===== config.mk =====
export PLATFORM = sky130hd
export DESIGN_NAME = uart_rx_lsr
export DESIGN_NICKNAME = d
export VERILOG_FILES = /design/src/rtl/uart_rx_pkg.sv /design/src/rtl/uart_rx_deser.sv /design/src/rtl/uart_rx_store.sv /design/src/rtl/uart_rx_lsr.sv
export SDC_FILE = /design/constraint.sdc
export NUM_CORES = 1
export LEC_CHECK = 0
export BUFFER_PORTS_ARGS = -buffer_cell sky130_fd_sc_hd__buf_2
export CORE_ASPECT_RATIO = 1.2
export CORE_MARGIN = 3
export CORE_UTILIZATION = 38
export CTS_CLUSTER_SIZE = 40
export DETAILED_ROUTE_END_ITERATION = 10
export SYNTH_ARGS = -nofsm -noshare
export SYNTH_HDL_FRONTEND = slang
export SYNTH_SLANG_ARGS = --single-unit

===== constraint.sdc =====
create_clock -name clk -period 4.84 [get_ports clk]
set_input_delay 0.242 -clock clk [delete_from_list [all_inputs] [get_ports clk]]
set_output_delay 0.242 -clock clk [all_outputs]
set_load 0.01 [all_outputs]

===== src/rtl/uart_rx_pkg.sv =====
package uart_rx_pkg;

    localparam int CHAR_W = 8;
    localparam int BIT_IW = $clog2(CHAR_W);

    typedef enum logic [2:0] {
        RX_IDLE,
        RX_START,
        RX_DATA,
        RX_PAR,
        RX_STOP,
        RX_RESYNC
    } rx_state_e;

    // Entry layout: character, parity tag, framing tag (bit 0)
    typedef struct packed {
        logic [CHAR_W-1:0] data;
        logic              par_err;
        logic              frm_err;
    } rx_char_t;

endpackage


===== src/rtl/uart_rx_deser.sv =====
module uart_rx_deser
    import uart_rx_pkg::*;
#(
    parameter int OSR = 16
) (
    input  logic     clk,
    input  logic     rst_n,
    input  logic     tick,
    input  logic     rxd,
    input  logic [1:0] word_len,
    input  logic     par_en,
    input  logic     par_even,
    output logic     out_valid,
    output rx_char_t out_char
);

    localparam int CW  = $clog2(OSR);
    localparam int MID = OSR / 2 - 1;

    typedef struct packed {
        rx_state_e         st;
        logic [CW-1:0]     cnt;
        logic [BIT_IW-1:0] bit_idx;
        logic [CHAR_W-1:0] shift;
        logic              pbit;
    } deser_t;

    deser_t q, d;
    logic [CHAR_W-1:0] aligned;
    logic              last_bit;

    always_comb begin
        d         = q;
        out_valid = 1'b0;
        aligned   = q.shift >> (2'd3 - word_len);
        last_bit  = (q.bit_idx == {1'b1, word_len});
        out_char.data    = aligned;
        out_char.par_err = par_en & (^aligned ^ q.pbit ^ ~par_even);
        out_char.frm_err = ~rxd;
        if (tick) begin
            unique case (q.st)
                RX_IDLE: begin
                    if (!rxd) begin
                        d.st  = RX_START;
                        d.cnt = '0;
                    end
                end
                RX_START: begin
                    if (q.cnt == CW'(MID)) begin
                        d.st      = rxd ? RX_IDLE : RX_DATA;
                        d.cnt     = '0;
                        d.bit_idx = '0;
                    end else begin
                        d.cnt = q.cnt + 1'b1;
                    end
                end
                RX_DATA: begin
                    if (q.cnt == CW'(OSR - 1)) begin
                        d.shift = {rxd, q.shift[CHAR_W-1:1]};
                        d.cnt   = '0;
                        if (last_bit) d.st = par_en ? RX_PAR : RX_STOP;
                        else          d.bit_idx = q.bit_idx + 1'b1;
                    end else begin
                        d.cnt = q.cnt + 1'b1;
                    end
                end
                RX_PAR: begin
                    if (q.cnt == CW'(OSR - 1)) begin
                        d.pbit = rxd;
                        d.st   = RX_STOP;
                        d.cnt  = '0;
                    end else begin
                        d.cnt = q.cnt + 1'b1;
                    end
                end
                RX_STOP: begin
                    if (q.cnt == CW'(OSR - 1)) begin
                        out_valid = 1'b1;
                        d.st      = rxd ? RX_IDLE : RX_RESYNC;
                        d.cnt     = '0;
                    end else begin
                        d.cnt = q.cnt + 1'b1;
                    end
                end
                RX_RESYNC: begin
                    // second look at the low stop level, now a start bit
                    if (!rxd) begin
                        d.st      = RX_DATA;
                        d.cnt     = CW'(1);
                        d.bit_idx = '0;
                    end else begin
                        d.st = RX_IDLE;
                    end
                end
                default: d.st = RX_IDLE;
            endcase
        end
    end

    always_ff @(posedge clk or negedge rst_n) begin
        if (!rst_n) q <= '{st: RX_IDLE, default: '0};
        else        q <= d;
    end

endmodule


===== src/rtl/uart_rx_store.sv =====
module uart_rx_store #(
    parameter int DEPTH   = 16,
    parameter int ENTRY_W = 10,
    parameter int CNT_W   = $clog2(DEPTH + 1)
) (
    input  logic               clk,
    input  logic               rst_n,
    input  logic               single_mode,
    input  logic               push,
    input  logic [ENTRY_W-1:0] wentry,
    input  logic               pop,
    input  logic               clr_tags,
    output logic [ENTRY_W-1:0] head,
    output logic [CNT_W-1:0]   fill,
    output logic               lost
);

    localparam int PW = (DEPTH > 1) ? $clog2(DEPTH) : 1;

    typedef struct packed {
        logic [DEPTH-1:0][ENTRY_W-1:0] mem;
        logic [PW-1:0]                 rd;
        logic [PW-1:0]                 wr;
        logic [CNT_W-1:0]              cnt;
    } store_t;

    store_t q, d;
    logic [CNT_W-1:0] cnt_mid, cap;
    logic             do_pop;

    function automatic logic [PW-1:0] ptr_inc(input logic [PW-1:0] p);
        return (p == PW'(DEPTH - 1)) ? '0 : p + 1'b1;
    endfunction

    always_comb begin
        d      = q;
        lost   = 1'b0;
        do_pop = pop && (q.cnt != '0);
        cap    = single_mode ? CNT_W'(1) : CNT_W'(DEPTH);
        if (clr_tags && (q.cnt != '0)) d.mem[q.rd][1:0] = 2'b00;
        if (do_pop) d.rd = ptr_inc(q.rd);
        cnt_mid = q.cnt - CNT_W'(do_pop);
        d.cnt   = cnt_mid;
        if (push) begin
            if (cnt_mid < cap) begin
                d.mem[q.wr] = wentry;
                d.wr        = ptr_inc(q.wr);
                d.cnt       = cnt_mid + 1'b1;
            end else if (single_mode) begin
                d.mem[q.rd] = wentry;
                lost        = 1'b1;
            end else begin
                lost = 1'b1;
            end
        end
    end

    always_ff @(posedge clk or negedge rst_n) begin
        if (!rst_n) q <= '0;
        else        q <= d;
    end

    assign head = q.mem[q.rd];
    assign fill = q.cnt;

endmodule


===== src/rtl/uart_rx_lsr.sv =====
module uart_rx_lsr
    import uart_rx_pkg::*;
#(
    parameter int OSR   = 16,
    parameter int DEPTH = 16
) (
    input  logic       clk,
    input  logic       rst_n,
    input  logic       sample_tick,
    input  logic       rxd,
    input  logic [1:0] word_len,
    input  logic       par_en,
    input  logic       par_even,
    input  logic       fifo_en,
    input  logic       rd_stb,
    input  logic       rd_sel,
    output logic [7:0] rd_data,
    output logic       st_ready,
    output logic       st_overrun,
    output logic       st_parity,
    output logic       st_frame
);

    localparam int ENTRY_W = CHAR_W + 2;
    localparam int CNT_W   = $clog2(DEPTH + 1);

    typedef struct packed {
        logic ovr;
    } stat_t;

    stat_t              q, d;
    rx_char_t           ch;
    logic               ch_valid;
    logic [ENTRY_W-1:0] head;
    logic [CNT_W-1:0]   fill;
    logic               lost;
    logic               lsr_rd;
    logic               rbr_rd;

    assign lsr_rd = rd_stb & rd_sel;
    assign rbr_rd = rd_stb & ~rd_sel;

    uart_rx_deser #(.OSR(OSR)) u_deser (
        .clk       (clk),
        .rst_n     (rst_n),
        .tick      (sample_tick),
        .rxd       (rxd),
        .word_len  (word_len),
        .par_en    (par_en),
        .par_even  (par_even),
        .out_valid (ch_valid),
        .out_char  (ch)
    );

    uart_rx_store #(.DEPTH(DEPTH), .ENTRY_W(ENTRY_W), .CNT_W(CNT_W)) u_store (
        .clk         (clk),
        .rst_n       (rst_n),
        .single_mode (~fifo_en),
        .push        (ch_valid),
        .wentry      (ch),
        .pop         (rbr_rd),
        .clr_tags    (lsr_rd),
        .head        (head),
        .fill        (fill),
        .lost        (lost)
    );

    always_comb begin
        d     = q;
        d.ovr = lost | (q.ovr & ~lsr_rd);
    end

    always_ff @(posedge clk or negedge rst_n) begin
        if (!rst_n) q <= '0;
        else        q <= d;
    end

    assign st_ready   = (fill != '0);
    assign st_overrun = q.ovr;
    assign st_parity  = st_ready & head[1];
    assign st_frame   = st_ready & head[0];

    always_comb begin
        if (rd_sel)        rd_data = {4'b0000, st_frame, st_parity, st_overrun, st_ready};
        else if (st_ready) rd_data = head[ENTRY_W-1:2];
        else               rd_data = '0;
    end

endmodule


==> results_dict.tcl <==
set metrics [dict create \
    grt_pass1_vias 6881 \
    path_class "flop to flop" \
    cp_num_cells 17 \
    post-route-period-util_pct 90.4 \
    crit_path_max_incr_delay_ps 700 \
    r2r_slack_ps 460 \
    gr-total-overflow 0 \
    fin_skew_ps 12.0 \
    cts_htree_levels 4 \
    path_delay_family "simple AND/OR/NAND/NOR gates" \
    min_path_type "input pin to flop" \
    synth-seq-cells 193 \
    wl_per_cell_um 21.7 \
    maxCapViolCount 0 \
    first_iter_violations 564 \
    routed_wl_um 26000 \
    outcome "finished clean" \
    async_flop_share_pct 100 \
    drc 0 \
    synth_area_leaders "dfrtp_1 48%, mux2_2 14%, mux4_2 12%" \
    ff2ff_path_depth 17 \
    synth_top_area_share_pct 47.7 \
    syn_to_final_growth_pct 10.8 \
    crit_start "u_store.fill[2]$_DFF_PN0_" \
    drive_gt1_share_pct 31.3 \
    cts_resized 0 \
    dieWidth_um 155 \
    rr_startpoint "u_store.fill[2]$_DFF_PN0_" \
    place_congestion 0.969 \
    synth_ff_type "dfrtp_1" \
    avgSynthCellArea_um2 11.9 \
    synth_cells 851 \
    cts_tree "yes" \
    timing.fmax_mhz 228 \
    clockRootBuffer "clkbuf_16" \
    p_leak_nw 5.03 \
    cp_slowest_cell "nor3_1" \
    start_util_pct 39.1 \
    die_y_um 185 \
    post_cts_buffers 0 \
    antenna_found_initial 1 \
    die_area_um2 28600 \
    p_per_area_nw_per_um2 413 \
    setup_tns_ps 0 \
    crit_chain "or4_1 > nor2_1 > nor2_1 > nand2_1 > inv_1 > ha_1 > ha_1 > nand2_1 > xnor2_1 > ha_1 > nor2_1 > and4_1 > a21o_1 > nor3_1 > nor2_1 > o221ai_1 > o21ai_0" \
    worst_slew_pin_slew_ps 1110 \
    ios 23 \
    grt_setup_unrepaired "false" \
    final_max_slew_viol_count 0 \
    core-area_um2 25900 \
    setup_viol 0 \
    vias_per_cell 5.81 \
    finalHoldViolCount 0 \
    clk_pin_slew_ps 80 \
    setup.worst_path.end_class "flop" \
    cts-buffers-inserted 17 \
    ir_worst_vdd_mv 0.252 \
    cp_max_fo 16 \
    clock_latency_ps 450 \
    grt_max_degree 104 \
    maxSlewHeadroom_pct 25.8 \
    path_buf_inv 1 \
    cp.arrival_ps 4680 \
    drtAntennaViolNets 0 \
    synth_area_um2 10100 \
    dp.cells 1169 \
    grt_pass1_wl_um 41200 \
    cts_buffer_depth 2 \
    final_nets 884 \
    startpoint_type "flop" \
    final_cells 1202 \
    postCtsHoldBufs 1 \
    synth-edff-count 0 \
    hpwl_um 17500 \
    ys_types 56 \
    crit_top_cell "nor2_1" \
    core.rowCount 64 \
    min_period_ps 4380 \
    num-fill-cells 2403 \
    fin_total_pwr_w 0.00464 \
    holdWs_ps 123 \
    vias 6989 \
    diodes 0 \
    drtPass1Iterations 5 \
    cts_sinks 193 \
    io_buffers 22 \
    grt_usage_pct 18.7 \
    yosys_warnings 0 \
    cp.required_ps 5150 \
    synth-seq-area-share_pct 47.7 \
    syn_nets 876 \
    synth_area_leader_cell "dfrtp_1" \
]
-- registers in the layout, indices dropped and copies added, names as in the netlist, named ones only --
register / flops
u_deser.q: 19
st_overrun: 1
u_store.q: 157
u_store.fill: 5
-- through the flow --
stage	util, %	area [um2]	setup slack, ps
floorplan	-	10100	753
global placement	41.1	10600	638
detailed placement	41.1	10600	521
CTS	43.4	11200	492
global route	43.4	11200	113
finish	43.4	11200	462
-- cell type report --
cell class	instances	area, um2	share of cell area [%]
clock buffers	18	429	3.82
clock inverters	14	159	1.42
inverters	18	67.6	0.602
multi-input cells	575	4960	44.2
flip-flops and latches	193	4830	43.1
well taps	330	413	3.68
repair buffers	54	362	3.22
-- cell families (layout without fill, tap and decap cells) --
logic type / after synthesis / in the layout / share of synthesized area [%]
xor gates and xnor gates: 21 / 21 / 2.10
adders and majority gates: 14 / 14 / 1.73
muxes: 193 / 193 / 27.2
AOI/OAI and AO/OA: 129 / 129 / 7.72
DFF: 193 / 193 / 47.7
buffers and inverters: 83 / 104 / 3.31
and+or+nand+nor: 218 / 218 / 10.2
-- per-layer routing --
layer  wire length, um  global-route usage [%]
met5                13                       0
met4               720                    6.96
met3              1350                    3.15
met2             12600                    30.3
met1             11300                    25.4
-- cells in the final DEF, fill, tap and decap left out, drive strengths merged, types with 5 or more instances in the layout --
cell and count:
a21oi 38, dfrtp 193, o21ai 54, nor2b 10, ha 14, xnor2 14
buf 52, mux2 125, and2 5, a21o 5, nor3 6, mux2i 15
xor2 6, nor2 51, inv 27, clkbuf 19, nand3 64, nand2 54
mux4 53
-- synthesized netlist by cell type, types with 2 or more instances --
cell,n
nor3_1,6
and2_1,5
o31ai_1,3
mux2i_1,15
nand2_1,53
a31oi_1,4
dfrtp_1,193
o21ai_1,18
inv_1,18
nor2_1,50
xnor2_1,13
nor2b_1,10
o221ai_1,4
buf_2,13
mux4_2,53
xor2_1,5
o21ai_0,36
nor3b_1,4
o211ai_1,4
nor4_1,3
a21o_1,5
clkbuf_1,41
buf_1,9
a22o_1,2
o22ai_1,2
nand4_1,4
ha_1,14
a32o_1,4
a21oi_1,36
o41ai_1,2
or3_1,4
buf_4,2
mux2_2,125
nand3_1,64
and3_1,4
nand3b_1,3
-- worst register-to-register path, stage by stage (launching register included) --
cell and delay [ps]:
dfrtp_1 410, or4_1 160, nor2_1 60, nor2_1 590
nand2_1 130, inv_1 160, ha_1 190, ha_1 190
nand2_1 80, xnor2_1 240, ha_1 220, nor2_1 50
and4_1 200, a21o_1 360, nor3_1 700, nor2_1 200
o221ai_1 190, o21ai_0 100
-- power by group --
part | switching (W) | leakage, nW | internal [W] | total (W)
combinational | 0.000860 | 2.11 | 0.000482 | 0.00134
sequential | 0.000179 | 2.64 | 0.00169 | 0.00187
clock | 0.000692 | 0.283 | 0.000737 | 0.00143
total | 0.00173 | 5.03 | 0.00291 | 0.00464
-- how the worst min path moves through the flow --
stage | from | slack, ps | cells past startpoint | end
floorplan | rst_n | -50 | 0 | asynchronous set/reset pin
global placement | rst_n | 410 | 1 | u_deser.q[2]$_DFFE_PN0P_
detailed placement | rst_n | 420 | 1 | u_store.q[79]$_DFFE_PN0P_
CTS | rd_stb | 110 | 3 | u_store.q[12]$_DFFE_PN0P_
global route | rd_stb | 160 | 3 | u_store.q[12]$_DFFE_PN0P_
finish | rd_stb | 120 | 3 | u_store.q[12]$_DFFE_PN0P_
(Power assumes the default switching activity.)
